[src/rtl/fw_pkg.sv]
package fw_pkg;
    parameter int ADDR_W = 32;
    parameter int DATA_W = 32;

    localparam logic [1:0] FLD_BASE  = 2'd0;
    localparam logic [1:0] FLD_LIMIT = 2'd1;
    localparam logic [1:0] FLD_CTRL  = 2'd2;

    typedef struct packed {
        logic [ADDR_W-1:0] base;
        logic [ADDR_W-1:0] limit;
        logic              en;
        logic              sec_only;
    } region_t;

    function automatic logic in_window(input region_t r, input logic [ADDR_W-1:0] a);
        return r.en && r.sec_only && (a >= r.base) && (a <= r.limit);
    endfunction
endpackage

[src/rtl/fw_attr_gen.sv]
module fw_attr_gen (
    input  logic world_secure,
    input  logic desc_ns,
    output logic final_ns
);
    always_comb begin
        if (world_secure) final_ns = desc_ns;
        else              final_ns = 1'b1;
    end
endmodule

[src/rtl/fw_region_file.sv]
module fw_region_file
    import fw_pkg::*;
#(
    parameter int NREG = 4,
    localparam int IW = (NREG > 1) ? $clog2(NREG) : 1
) (
    input  logic              clk,
    input  logic              rst,
    input  logic              cfg_we,
    input  logic              cfg_secure,
    input  logic [IW-1:0]     cfg_idx,
    input  logic [1:0]        cfg_field,
    input  logic [ADDR_W-1:0] cfg_wdata,
    output logic [ADDR_W-1:0] cfg_rdata,
    output logic              cfg_err,
    input  logic [ADDR_W-1:0] probe_addr,
    output logic [NREG-1:0]   hit
);
    region_t regs [NREG];

    assign cfg_err = cfg_we && !cfg_secure;

    for (genvar i = 0; i < NREG; i++) begin : g_reg
        always_ff @(posedge clk) begin
            if (rst) begin
                regs[i] <= '0;
            end else if (cfg_we && cfg_secure && (cfg_idx == IW'(i))) begin
                case (cfg_field)
                    FLD_BASE:  regs[i].base  <= cfg_wdata;
                    FLD_LIMIT: regs[i].limit <= cfg_wdata;
                    FLD_CTRL: begin
                        regs[i].en       <= cfg_wdata[0];
                        regs[i].sec_only <= cfg_wdata[1];
                    end
                    default: ;
                endcase
            end
        end
        assign hit[i] = in_window(regs[i], probe_addr);
    end

    always_comb begin
        cfg_rdata = '0;
        case (cfg_field)
            FLD_BASE:  cfg_rdata = regs[cfg_idx].base;
            FLD_LIMIT: cfg_rdata = regs[cfg_idx].limit;
            FLD_CTRL:  cfg_rdata = {{(ADDR_W-2){1'b0}}, regs[cfg_idx].sec_only, regs[cfg_idx].en};
            default:   cfg_rdata = '0;
        endcase
    end
endmodule

[src/rtl/fw_filter.sv]
module fw_filter
    import fw_pkg::*;
#(
    parameter int NREG = 4
) (
    input  logic              req_valid,
    input  logic              final_ns,
    input  logic [NREG-1:0]   hit,
    input  logic              dn_ready,
    input  logic [DATA_W-1:0] dn_rdata,
    output logic              dn_valid,
    output logic              req_ready,
    output logic              rsp_err,
    output logic [DATA_W-1:0] rsp_rdata
);
    logic refuse;

    always_comb begin
        refuse    = final_ns && (|hit);
        dn_valid  = req_valid && !refuse;
        req_ready = refuse ? 1'b1 : dn_ready;
        rsp_err   = req_valid && refuse;
        rsp_rdata = refuse ? '0 : dn_rdata;
    end
endmodule

[src/rtl/sec_access_firewall.sv]
module sec_access_firewall
    import fw_pkg::*;
#(
    parameter int NREG = 4,
    localparam int IW = (NREG > 1) ? $clog2(NREG) : 1
) (
    input  logic              clk,
    input  logic              rst,
    input  logic              req_valid,
    output logic              req_ready,
    input  logic              req_world_secure,
    input  logic              req_desc_ns,
    input  logic              req_write,
    input  logic [ADDR_W-1:0] req_addr,
    input  logic [DATA_W-1:0] req_wdata,
    output logic              rsp_err,
    output logic [DATA_W-1:0] rsp_rdata,
    output logic              dn_valid,
    input  logic              dn_ready,
    output logic              dn_ns,
    output logic              dn_write,
    output logic [ADDR_W-1:0] dn_addr,
    output logic [DATA_W-1:0] dn_wdata,
    input  logic [DATA_W-1:0] dn_rdata,
    input  logic              cfg_we,
    input  logic              cfg_secure,
    input  logic [IW-1:0]     cfg_idx,
    input  logic [1:0]        cfg_field,
    input  logic [ADDR_W-1:0] cfg_wdata,
    output logic [ADDR_W-1:0] cfg_rdata,
    output logic              cfg_err
);
    logic            final_ns;
    logic [NREG-1:0] hit;

    fw_attr_gen u_attr (
        .world_secure (req_world_secure),
        .desc_ns      (req_desc_ns),
        .final_ns     (final_ns)
    );

    fw_region_file #(.NREG(NREG)) u_regs (
        .clk        (clk),
        .rst        (rst),
        .cfg_we     (cfg_we),
        .cfg_secure (cfg_secure),
        .cfg_idx    (cfg_idx),
        .cfg_field  (cfg_field),
        .cfg_wdata  (cfg_wdata),
        .cfg_rdata  (cfg_rdata),
        .cfg_err    (cfg_err),
        .probe_addr (req_addr),
        .hit        (hit)
    );

    fw_filter #(.NREG(NREG)) u_filt (
        .req_valid (req_valid),
        .final_ns  (final_ns),
        .hit       (hit),
        .dn_ready  (dn_ready),
        .dn_rdata  (dn_rdata),
        .dn_valid  (dn_valid),
        .req_ready (req_ready),
        .rsp_err   (rsp_err),
        .rsp_rdata (rsp_rdata)
    );

    assign dn_ns    = final_ns;
    assign dn_write = req_write;
    assign dn_addr  = req_addr;
    assign dn_wdata = req_wdata;
endmodule

[config.mk]
export PLATFORM = sky130hd
export DESIGN_NAME = sec_access_firewall
export DESIGN_NICKNAME = d
export VERILOG_FILES = /design/src/rtl/fw_pkg.sv /design/src/rtl/fw_attr_gen.sv /design/src/rtl/fw_region_file.sv /design/src/rtl/fw_filter.sv /design/src/rtl/sec_access_firewall.sv
export SDC_FILE = /design/constraint.sdc
export NUM_CORES = 1
export LEC_CHECK = 0
export ABC_AREA = 1
export BUFFER_PORTS_ARGS = -buffer_cell sky130_fd_sc_hd__buf_2
export CORE_ASPECT_RATIO = 1.2
export CORE_UTILIZATION = 34
export CTS_BUF_LIST = sky130_fd_sc_hd__clkbuf_4
export DETAILED_ROUTE_END_ITERATION = 16
export GPL_TIMING_DRIVEN = 0
export PLACE_DENSITY_LB_ADDON = 0.12
export SYNTH_ARGS = -nofsm -noshare
export SYNTH_HDL_FRONTEND = slang
export SYNTH_SLANG_ARGS = --single-unit
[constraint.sdc]
create_clock -name clk -period 4.55 [get_ports clk]
set_clock_uncertainty 0.15 [all_clocks]
set_input_delay 0.6825 -clock clk [delete_from_list [all_inputs] [get_ports clk]]
set_output_delay 0.6825 -clock clk [all_outputs]
set_load 0.01 [all_outputs]
==> impl_metrics.env <==
export IMPL_status="complete, no violations"
export IMPL_slew_violations=0
export IMPL_slew_headroom_pct=29.9
export IMPL_worst_setup_path_type="flop to output port"
export IMPL_use_met3_pct=3.57
export IMPL_rsz0062_at_grt="no"
export IMPL_multiInputGateArea_um2=8720
export IMPL_stdcell_area_um2=22200
export IMPL_synth_area_leaders="edfxtp_1 42%, ha_1 17%, inv_1 7.5%"
export IMPL_final_cell_mix="376 x inv_1, 347 x nor2_1, 291 x nand2_1"
export IMPL_p_sw_mw=2.05
export IMPL_clockBufferDepth=3
export IMPL_p_leak_nw=10.9
export IMPL_max_freq_ghz=0.231
export IMPL_num_fill_cells=5590
export IMPL_synth_async_reset_ratio_pct=0
export IMPL_cts_tree="yes"
export IMPL_clockRootBuffer="clkbuf_4"
export IMPL_gp_congestion=0.883
export IMPL_netlist_area_leader_share_pct=42.1
export IMPL_io_buffers=241
export IMPL_dieWidth_um=217
export IMPL_ff_latch_area_um2=7930
export IMPL_top_register="u_regs.regs"
export IMPL_largest_register_ffs=264
export IMPL_drtIter0Drc=892
export IMPL_cp_arrival_ps=3500
export IMPL_fin_ws_ps=220
export IMPL_num_vias=15800
export IMPL_syn_avg_cell_area_um2=8.94
export IMPL_swShare_pct=31.4
export IMPL_synth_edf_count=264
export IMPL_yosys_area_top_type="edfxtp_1"
export IMPL_reg_top3="u_regs.regs x264"
export IMPL_tightest_slew_ps=1050
export IMPL_numCtsBuffers=76
export IMPL_final_hold_viol_count=0
export IMPL_grt_pass1_vias=15600
export IMPL_syn_area_um2=18800
export IMPL_ys_flop_type="edfxtp_1"
export IMPL_yosysWarningCount=0
export IMPL_pre_cts_ws_ps=130
export IMPL_grt_overflow=0
export IMPL_max_cap_viol_count=0
export IMPL_utilization_pct=40.4
export IMPL_drc=0
export IMPL_hold_path_cell_count=3
export IMPL_ys_types=37
export IMPL_drt_pass1_iterations=6
export IMPL_power_frac_comb_pct=21.4
export IMPL_fin_crit_sh_pct=95.2
export IMPL_p_int_mw=4.49
export IMPL_p_seq_share_pct=43.9
export IMPL_ys_ff_latch=264
export IMPL_cp_start_kind="flop"
export IMPL_required_ps=3720
export IMPL_busiest_layer="met2"
export IMPL_pwr_share_clk_pct=34.8
export IMPL_use_met2_pct=41.1
export IMPL_clock_sinks=264
export IMPL_io_pins=275
export IMPL_min_period_ps=4330
export IMPL_met1_usage_pct=27.2
export IMPL_core_um2=54800
export IMPL_syn2layout_area_growth_pct=17.7
export IMPL_ys_seq_area_share_pct=42.1
export IMPL_grt_max_degree=25
export IMPL_clk_pin_slew_worst_paths_ps=60
export IMPL_dp_hpwl_um=49700
export IMPL_ant_nets=0
export IMPL_powerDensity_nw_per_um2=295
export IMPL_ir_drop_v=0.000155
export IMPL_hold_class="input port to flop"
export IMPL_grt_usage_pct=23.0
export IMPL_start_util_pct=34.3
export IMPL_placed_area_um2=21200
export IMPL_crit_fanout=10
export IMPL_drive_above_1_share_pct=20.3
export IMPL_tns_ps=0
export IMPL_worstSetupEndpointType="output port"
export IMPL_drt_wirelength_per_cell_um=20.2
export IMPL_final_nets=2833
export IMPL_grt_pass1_wl_um=94200
export IMPL_dieHeight_um=260
export IMPL_synthCells=2105
export IMPL_avgViaCountPerCell=4.91
export IMPL_mostFrequentLayoutCell="inv_1"
export IMPL_rows=94
export IMPL_finalSetupViolCount=0
export IMPL_syn_nets=2502
export IMPL_htreeDepth=3
export IMPL_antenna_found_initial=1
export IMPL_wl_um=64800
export IMPL_die_area_um2=56300
-- worst paths after layout --
| kind | from | endpoint | slack [ps] |
|---|---|---|---|
| setup / recovery | u_regs.regs[2][33] | rsp_rdata[15] | 220 |
| hold / removal | cfg_wdata[0] | u_regs.regs[1][34] | 100 |
-- critical path, stage by stage (launching register included) --
cell and delay (ps):
edfxtp_1 320, inv_1 60, ha_1 290, nand2_1 90, nor2_1 260, nand4_1 140
buf_4 180, a21oi_1 310, nor2_1 80, nand2_1 70, nand2_1 50, nand2_1 70
nand2_2 120, nor2_4 160, nor2_8 80, buf_12 190, nor2_4 90, buf_2 130
-- power groups by stage --
| stage | Sequential (mW) | Combinational [mW] | Clock, mW |
|---|---|---|---|
| 2_1_floorplan | 2.90 | 0.855 | 0 |
| 3_3_place_gp | 2.92 | 1.35 | 0 |
| 3_5_place_dp | 2.92 | 1.40 | 0 |
| 4_1_cts | 2.87 | 1.41 | 2.32 |
| 5_1_grt | 2.88 | 1.56 | 2.44 |
| 6_report | 2.87 | 1.40 | 2.27 |
-- stage by stage --
step	power, mW	std cells	hold slack (ps)
floorplan	3.76	2105	763
global placement	4.27	3066	902
detailed placement	4.32	3075	898
CTS	6.60	3211	22.3
global route	6.88	3213	91.3
finish	6.53	3213	101
-- synthesized netlist by cell type, types with 9 or more instances --
cell / number
inv_1: 376
nor2_1: 349
nand2_1: 298
edfxtp_1: 264
ha_1: 256
a21oi_1: 117
buf_4: 65
a22oi_1: 64
o221ai_1: 60
clkbuf_1: 52
a22o_1: 33
nor2_4: 32
nand4_1: 19
o21a_1: 17
o21ai_0: 17
nand3_1: 16
inv_2: 9
-- kinds of logic after synthesis --
kind of cell               share of synthesized area [%]
and+or+nand+nor                                     16.9
adders and majority gates                           17.0
DFF                                                 42.1
AOI/OAI and AO/OA                                   12.1
buffers and inverters                               11.8
-- layer usage --
layer / part of all wire, % / vias up
li1: - / 7727
met1: 41 / 7367
met2: 50 / 558
met3: 5.8 / 108
met4: 3.4 / 0
met5: 0 / -
-- repair_timing --
item                                    CTS  global route
gates resized for setup                   3             2
buffers inserted                          1             1
hold buffers                              1             0
hold endpoints to repair                  1             0
pin swaps                                 1             1
endpoints found under the setup margin   33            30
-- cell type report --
cell class | count | share of cell area, %
diodes | 1 | 0.0113
plain buffers | 129 | 3.52
clock buffers | 110 | 3.73
clock inverters | 24 | 0.537
inverters | 385 | 6.52
multi-input cells | 1327 | 39.4
flip-flops and latches | 264 | 35.8
well taps | 720 | 4.07
repair buffers | 253 | 6.47
No activity file was read; power rests on OpenSTA's default activity.
